### config.mk
export PLATFORM = sky130hd
export DESIGN_NAME = cge_iter
export DESIGN_NICKNAME = d
export VERILOG_FILES = /design/src/rtl/cge_pkg.sv /design/src/rtl/cge_mac_lane.sv /design/src/rtl/cge_update_lane.sv /design/src/rtl/cge_pingpong.sv /design/src/rtl/cge_ctrl.sv /design/src/rtl/cge_iter.sv
export SDC_FILE = /design/constraint.sdc
export NUM_CORES = 2
export LEC_CHECK = 0
export BUFFER_PORTS_ARGS = -buffer_cell sky130_fd_sc_hd__buf_2
export CORE_ASPECT_RATIO = 0.7
export CORE_MARGIN = 4
export CORE_UTILIZATION = 58
export DETAILED_ROUTE_END_ITERATION = 10
export PLACE_DENSITY = 0.81
export REMOVE_ABC_BUFFERS = 1
export SETUP_SLACK_MARGIN = 0.3
export SLEW_MARGIN = 5
export SYNTH_ARGS = -nofsm -noshare
export SYNTH_HDL_FRONTEND = slang
export SYNTH_SLANG_ARGS = --single-unit
export TNS_END_PERCENT = 20
### constraint.sdc
create_clock -name clk -period 7 [get_ports clk]
set_input_delay 1.4 -clock clk [delete_from_list [all_inputs] [get_ports clk]]
set_output_delay 1.4 -clock clk [all_outputs]
set_load 0.05 [all_outputs]
### src/rtl/cge_pkg.sv
package cge_pkg;
  typedef enum logic [2:0] {
    ST_IDLE  = 3'd0,
    ST_FETCH = 3'd1,
    ST_MAC   = 3'd2,
    ST_DRAIN = 3'd3,
    ST_WRITE = 3'd4
  } cge_state_t;
endpackage

### src/rtl/cge_mac_lane.sv
// One multiply-accumulate lane: signed W x W product, wrapping ACC_W accumulator.
module cge_mac_lane #(
  parameter int W     = 8,
  parameter int ACC_W = 16
) (
  input  logic             clk,
  input  logic             rst_n,
  input  logic             clr,
  input  logic             en,
  input  logic [W-1:0]     a,
  input  logic [W-1:0]     b,
  output logic [ACC_W-1:0] acc
);
  logic signed [2*W-1:0]   prod;
  logic signed [ACC_W-1:0] prod_x;

  assign prod   = $signed(a) * $signed(b);
  assign prod_x = ACC_W'(prod);

  always_ff @(posedge clk) begin
    if (!rst_n || clr) acc <= '0;
    else if (en)       acc <= acc + prod_x;
  end
endmodule

### src/rtl/cge_update_lane.sv
// Combinational element update: old - ((acc - br) >>> SHIFT), saturated to W bits.
module cge_update_lane #(
  parameter int W     = 8,
  parameter int ACC_W = 16,
  parameter int SHIFT = 4
) (
  input  logic [ACC_W-1:0] acc,
  input  logic [W-1:0]     br,
  input  logic [W-1:0]     old,
  output logic [W-1:0]     nv
);
  localparam int EW = ACC_W + 1;
  localparam int RW = ACC_W + 2;
  localparam int HI_I = (1 << (W - 1)) - 1;
  localparam logic signed [RW-1:0] HI = RW'(HI_I);
  localparam logic signed [RW-1:0] LO = ~HI;

  logic signed [EW-1:0] err;
  logic signed [EW-1:0] step;
  logic signed [RW-1:0] raw;

  always_comb begin
    err  = $signed({acc[ACC_W-1], acc}) - $signed({{(EW-W){br[W-1]}}, br});
    step = err >>> SHIFT;
    raw  = $signed({{(RW-W){old[W-1]}}, old}) - $signed({step[EW-1], step});
    if (raw > HI)      nv = HI[W-1:0];
    else if (raw < LO) nv = LO[W-1:0];
    else               nv = raw[W-1:0];
  end
endmodule

### src/rtl/cge_pingpong.sv
// Two row-wide banks. The load port fills the bank holding the current estimate;
// the update port fills the other one. A swap exchanges the roles.
module cge_pingpong #(
  parameter int ROWS = 8,
  parameter int RW   = 3,
  parameter int DW   = 64
) (
  input  logic          clk,
  input  logic          rst_n,
  input  logic          swap,
  input  logic          ld_en,
  input  logic [RW-1:0] ld_row,
  input  logic [DW-1:0] ld_data,
  input  logic          wr_en,
  input  logic [RW-1:0] wr_row,
  input  logic [DW-1:0] wr_data,
  input  logic          rd_en,
  input  logic [RW-1:0] rd_row,
  output logic [DW-1:0] rd_data
);
  logic sel;
  logic rd_sel_q;

  always_ff @(posedge clk) begin
    if (!rst_n) begin
      sel      <= 1'b0;
      rd_sel_q <= 1'b0;
    end else begin
      if (swap)  sel      <= ~sel;
      if (rd_en) rd_sel_q <= sel;
    end
  end

  for (genvar b = 0; b < 2; b++) begin : g_bank
    logic [DW-1:0] mem [ROWS];
    logic [DW-1:0] q;
    always_ff @(posedge clk) begin
      if (ld_en && (sel == 1'(b)))  mem[ld_row] <= ld_data;
      if (wr_en && (sel != 1'(b)))  mem[wr_row] <= wr_data;
      if (rd_en)                    q <= mem[rd_row];
    end
  end

  assign rd_data = rd_sel_q ? g_bank[1].q : g_bank[0].q;
endmodule

### src/rtl/cge_ctrl.sv
// Row/column sequencer: FETCH, COLS MAC cycles, DRAIN, WRITE (holds for ready).
module cge_ctrl
  import cge_pkg::*;
#(
  parameter int ROWS = 8,
  parameter int COLS = 8,
  parameter int RW   = 3,
  parameter int CW   = 3
) (
  input  logic          clk,
  input  logic          rst_n,
  input  logic          start,
  input  logic          out_ready,
  output logic          busy,
  output logic          done,
  output logic          fetch,
  output logic          mac_issue,
  output logic          capture,
  output logic          mac_v,
  output logic [CW-1:0] k,
  output logic [CW-1:0] k_d,
  output logic [RW-1:0] row,
  output logic          out_valid,
  output logic          wr_en,
  output logic          swap
);
  localparam logic [CW-1:0] K_LAST   = CW'(COLS - 1);
  localparam logic [RW-1:0] ROW_LAST = RW'(ROWS - 1);

  cge_state_t st;

  assign busy      = (st != ST_IDLE);
  assign fetch     = (st == ST_FETCH);
  assign mac_issue = (st == ST_MAC);
  assign capture   = (st == ST_MAC) && (k == '0);
  assign out_valid = (st == ST_WRITE);
  assign wr_en     = out_valid && out_ready;
  assign swap      = wr_en && (row == ROW_LAST);

  always_ff @(posedge clk) begin
    if (!rst_n) begin
      st    <= ST_IDLE;
      row   <= '0;
      k     <= '0;
      k_d   <= '0;
      mac_v <= 1'b0;
      done  <= 1'b0;
    end else begin
      done  <= 1'b0;
      mac_v <= (st == ST_MAC);
      k_d   <= k;
      case (st)
        ST_IDLE: if (start) begin
          row <= '0;
          st  <= ST_FETCH;
        end
        ST_FETCH: begin
          k  <= '0;
          st <= ST_MAC;
        end
        ST_MAC: begin
          if (k == K_LAST) st <= ST_DRAIN;
          else             k  <= k + 1'b1;
        end
        ST_DRAIN: st <= ST_WRITE;
        ST_WRITE: if (out_ready) begin
          if (row == ROW_LAST) begin
            st   <= ST_IDLE;
            done <= 1'b1;
          end else begin
            row <= row + 1'b1;
            st  <= ST_FETCH;
          end
        end
        default: st <= ST_IDLE;
      endcase
    end
  end
endmodule

### src/rtl/cge_iter.sv
// One steepest-descent iteration over a ROWS x COLS estimate with COLS MAC lanes.
module cge_iter #(
  parameter int ROWS  = 8,
  parameter int COLS  = 8,
  parameter int W     = 8,
  parameter int ACC_W = 16,
  parameter int SHIFT = 4,
  localparam int RW   = (ROWS > 1) ? $clog2(ROWS) : 1,
  localparam int CW   = (COLS > 1) ? $clog2(COLS) : 1,
  localparam int DW   = COLS * W
) (
  input  logic          clk,
  input  logic          rst_n,
  input  logic          start,
  output logic          busy,
  output logic          done,
  input  logic          ld_en,
  input  logic [RW-1:0] ld_row,
  input  logic [DW-1:0] ld_data,
  output logic          rbb_rd_en,
  output logic [CW-1:0] rbb_addr,
  input  logic [DW-1:0] rbb_rdata,
  output logic          rbr_rd_en,
  output logic [RW-1:0] rbr_addr,
  input  logic [DW-1:0] rbr_rdata,
  output logic          out_valid,
  input  logic          out_ready,
  output logic [RW-1:0] out_row,
  output logic [DW-1:0] out_data
);
  logic          fetch, mac_issue, capture, mac_v, wr_en, swap;
  logic [CW-1:0] k, k_d;
  logic [RW-1:0] row;
  logic [DW-1:0] old_rd;
  logic [DW-1:0] a_row, br_row;
  logic [W-1:0]  a_elem;
  logic [COLS*ACC_W-1:0] acc_bus;

  cge_ctrl #(.ROWS(ROWS), .COLS(COLS), .RW(RW), .CW(CW)) u_ctrl (
    .clk(clk), .rst_n(rst_n), .start(start), .out_ready(out_ready),
    .busy(busy), .done(done), .fetch(fetch), .mac_issue(mac_issue),
    .capture(capture), .mac_v(mac_v), .k(k), .k_d(k_d), .row(row),
    .out_valid(out_valid), .wr_en(wr_en), .swap(swap)
  );

  cge_pingpong #(.ROWS(ROWS), .RW(RW), .DW(DW)) u_store (
    .clk(clk), .rst_n(rst_n), .swap(swap),
    .ld_en(ld_en && !busy), .ld_row(ld_row), .ld_data(ld_data),
    .wr_en(wr_en), .wr_row(row), .wr_data(out_data),
    .rd_en(fetch), .rd_row(row), .rd_data(old_rd)
  );

  assign rbb_rd_en = mac_issue;
  assign rbb_addr  = k;
  assign rbr_rd_en = fetch;
  assign rbr_addr  = row;
  assign out_row   = row;

  always_ff @(posedge clk) begin
    if (!rst_n) begin
      a_row  <= '0;
      br_row <= '0;
    end else if (capture) begin
      a_row  <= old_rd;
      br_row <= rbr_rdata;
    end
  end

  assign a_elem = a_row[k_d*W +: W];

  for (genvar j = 0; j < COLS; j++) begin : g_lane
    cge_mac_lane #(.W(W), .ACC_W(ACC_W)) u_mac (
      .clk(clk), .rst_n(rst_n), .clr(fetch), .en(mac_v),
      .a(a_elem), .b(rbb_rdata[j*W +: W]),
      .acc(acc_bus[j*ACC_W +: ACC_W])
    );
    cge_update_lane #(.W(W), .ACC_W(ACC_W), .SHIFT(SHIFT)) u_upd (
      .acc(acc_bus[j*ACC_W +: ACC_W]), .br(br_row[j*W +: W]),
      .old(a_row[j*W +: W]), .nv(out_data[j*W +: W])
    );
  end
endmodule

==> impl_metrics.json <==
{
  "critPathArrivalTime_ns": 5.36,
  "internal-power_mw": 19.92,
  "layoutNonFillerInstCount": 9663,
  "regToRegStartpoint": "a_row[55]$_SDFFE_PN0P_",
  "hold_ws_ns": 0.4620,
  "post_synthesis_share_of_cell_area_spent_on_and_or_nand_and_nor_gates": 0.08378,
  "crit_start": "g_lane[6].u_mac.acc[1]$_SDFFE_PP0P_",
  "p_seq_frac": 0.276,
  "series_of_cell_instances_along_the_critical_path": "ha_4, a21o_1, a21o_1, a21oi_2, o221ai_2, o211a_1, buf_6, nor2_1, xor2_1, ha_1, inv_1, a311oi_2, o211ai_1, or4_1, a2111o_2, a21oi_4, nor2_1, buf_2",
  "fin_crit_sh": 0.9661,
  "cp_delay_by_family_top": "compound AO/OA/AOI/OAI gates",
  "multi_input_area_sq_um": 45810,
  "switchingPower_mw": 14.80,
  "crit_slowest_cell": "a2111o_2",
  "fin_ws_ns": 0.2375,
  "cts_buffer_depth": 3,
  "grt_usage": 0.3034,
  "wire_per_inst_um": 25.34,
  "fp.dieW_um": 476.8,
  "yosys_register_bits": 1424,
  "synthXorXnorAreaFrac": 0.02807,
  "switching_part_of_the_total": 0.4263,
  "final_net_count": 8827,
  "initial_core_util": 0.5839,
  "number_of_top_level_pins": 278,
  "critPathMaxFanout": 7,
  "place.detailed.instances": 9336,
  "routed-via-count": 60120,
  "post_synth_mux_area_share": 0.1060,
  "via_per_inst": 6.222,
  "n_fill_cell": 10700,
  "drt_iter0_markers": 6911,
  "dp_worst_setup_slack_ns": 0.3251,
  "remaining_drc_errors": 0,
  "cp-end-kind": "primary output",
  "synth_top_cells_by_area": "edfxtp_1 (39%), fa_1 (13%), ha_1 (7.4%)",
  "synth_largest_type_area_fraction": 0.3876,
  "initial_antenna_violation_count": 32,
  "min-delay-start": "br_row[53]$_SDFFE_PN0P_",
  "final_layout_size_suffix_gt1_frac": 0.1764,
  "via_count_of_the_first_global_routing_pass": 61340,
  "clock_tree.root_cell": "clkbuf_16",
  "power_mw": 34.73,
  "floorplan.die.height_um": 336.2,
  "power_frac_clock": 0.210,
  "flow.area_growth_from_synthesis_pct": 11.69,
  "final.min_clock_period_ns": 6.763,
  "max_frequency_mhz": 147.9,
  "slew_viol_final": 0,
  "floorplan.die_area_sq_um": 160300,
  "detailed_place_hpwl_um": 164500,
  "sequential_cell_area_sq_um": 40070,
  "critPathBufInv": 3,
  "synthDistinctLibCells": 84,
  "timing.critical_path.required_ns": 5.60,
  "cts_htree_levels": 4,
  "synth_top_family_by_area": "adder cells",
  "pwr-share-comb": 0.515,
  "cellPowerDensity_nw_per_um2": 348.4,
  "cts_buffers": 135,
  "synth_top_flop_cell": "edfxtp_1",
  "synth_compound_gate_area_share": 0.07655,
  "drt_pass1_iterations": 8,
  "actual_transition_at_the_worst_max_transition_pin_ns": 1.249,
  "clock_latency_at_the_later_pin_of_the_worst_skew_pair_ns": 0.79,
  "longest_individual_stage_delay_on_the_worst_path_ns": 0.59,
  "final_util": 0.6521,
  "hold_class": "flip-flop to flip-flop",
  "fin_skew_ns": 0.04270,
  "setup_viol_count_final": 0,
  "max-cap-violations": 0,
  "syn_avg_cell_area_sq_um": 12.37,
  "netlist.top_cell.by_area": "edfxtp_1",
  "post_synth_most_frequent_cells": "edfxtp_1 (1152), inv_1 (1011), nand2_1 (646)",
  "start_kind": "flip-flop",
  "placed_area_sq_um": 93300,
  "ant_nets": 0,
  "grt-ovfl-total": 0,
  "vdd_ir_drop_max_mv": 1.130,
  "finalHoldViolations": 0,
  "synth_edf_count": 1152,
  "grt_max_degree": 145,
  "cells_after_synthesis": 7217,
  "clock_sink_count": 1424,
  "maxSlewHeadroom": 0.1436,
  "io_buffers": 277,
  "yosys.area_share.adder": 0.2028,
  "tritoncts_clock_tree": "yes",
  "synth_seq_area_share": 0.4486,
  "grt_setup_unrepaired": "yes",
  "cts.clk_slew.worst_paths_ns": 0.07,
  "p_leak_nw": 39.49,
  "drt-total-wl_um": 244900,
  "core_area_sq_um": 152800,
  "yosys_warnings": 0,
  "yosysMostFrequentCell": "edfxtp_1",
  "run_status": "finished, final reports clean",
  "async_flop_share": 0,
  "finalSetupTns_ns": 0,
  "first_pass_grt_wire_length_um": 369000,
  "fin_area_sq_um": 99680,
  "synth_area_sq_um": 89240,
  "placementRows": 120,
  "routabilityCongestion": 0.9336,
  "worst-setup-path-type": "flip-flop to primary output"
}
-- worst reg2reg max path, delay by kind of cell, from the launching register on --
kind | cells | cell delay (ns)
fa+ha+maj | 6 | 2.76
mux | 2 | 0.96
compound gates | 6 | 0.89
simple gates | 2 | 0.72
buf+inv | 5 | 0.62
flops | 1 | 0.48
-- sequential cells by signal, summed over array words and instances (netlist names) --
signal              count
u_ctrl.k_d              3
u_ctrl.k                3
br_row                 64
u_ctrl.done             1
u_ctrl.st               3
u_store.g_bank.q      128
a_row                  64
u_ctrl.row              3
g_lane.u_mac.acc      128
u_store.rd_sel_q        1
u_store.sel             1
u_ctrl.mac_v            1
u_store.g_bank.mem   1024
-- power groups by stage --
stage	combinational [mW]	clock [mW]	sequential, mW
final	17.9	7.28	9.57
after global routing	19.1	7.70	9.58
after CTS	16.3	7.33	9.55
after detailed placement	15.1	0	9.73
after global placement	14.7	0	9.72
after floorplan	10.9	0	9.66
-- cells by family after synthesis --
logic type                 Yosys count
and+or+nand+nor                   1577
DFF                               1424
buffers and inverters             1283
adders and majority gates         1101
AOI/OAI and AO/OA                  959
muxes                              587
xor gates and xnor gates           286
-- area by class of cell --
| cell class | count | area share |
|---|---|---|
| Multi-Input combinational cell | 4510 | 0.4595 |
| Sequential cell | 1424 | 0.4021 |
| Inverter | 1011 | 0.03827 |
| Clock buffer | 172 | 0.03654 |
| Timing Repair Buffer | 444 | 0.03156 |
| Tap cell | 2013 | 0.02527 |
| Clock inverter | 69 | 0.006264 |
| Antenna cell | 20 | 0.0005021 |
-- repair_timing --
action	CTS	global route
gates cloned	0	1
setup buffers	31	34
pin swaps	47	97
resized for setup	176	246
hold buffers	0	0
setup endpoints to repair	57	79
endpoints found under the hold margin	0	0
-- layout by cell type, fill, tap and decap left out, drive strengths merged, types with 78 or more instances in the layout --
| cell | netlist | final |
|---|---|---|
| a21boi | 78 | 78 |
| a21oi | 196 | 196 |
| and2 | 185 | 185 |
| buf | 45 | 441 |
| clkbuf | 227 | 175 |
| dfxtp | 272 | 272 |
| edfxtp | 1152 | 1152 |
| fa | 576 | 576 |
| ha | 525 | 525 |
| inv | 1011 | 1017 |
| mux2 | 145 | 145 |
| mux2i | 170 | 170 |
| mux4 | 272 | 272 |
| nand2 | 646 | 646 |
| nor2 | 306 | 306 |
| nor2b | 80 | 80 |
| o21ai | 172 | 172 |
| xnor2 | 202 | 202 |
| xor2 | 84 | 84 |
-- path summary, 6_finish.rpt --
check | endpoint | slack [ns] | depth (start not counted)
min | br_row[53]$_SDFFE_PN0P_ | 0.46 | 2
max | out_data[51] | 0.24 | 18
min reg2reg | br_row[53]$_SDFFE_PN0P_ | 0.46 | 2
max reg2reg | g_lane[4].u_mac.acc[12]$_SDFFE_PP0P_ | 0.46 | 21
-- per-layer routing --
metal,track usage,up-vias,part of all wire
met1,0.3964,30090,0.37
met4,0.1450,4,0.052
met2,0.4879,3434,0.47
met5,0,-,0.000094
met3,0.06648,633,0.11
li1,-,25960,-
Power figures use the tool's default switching activity.
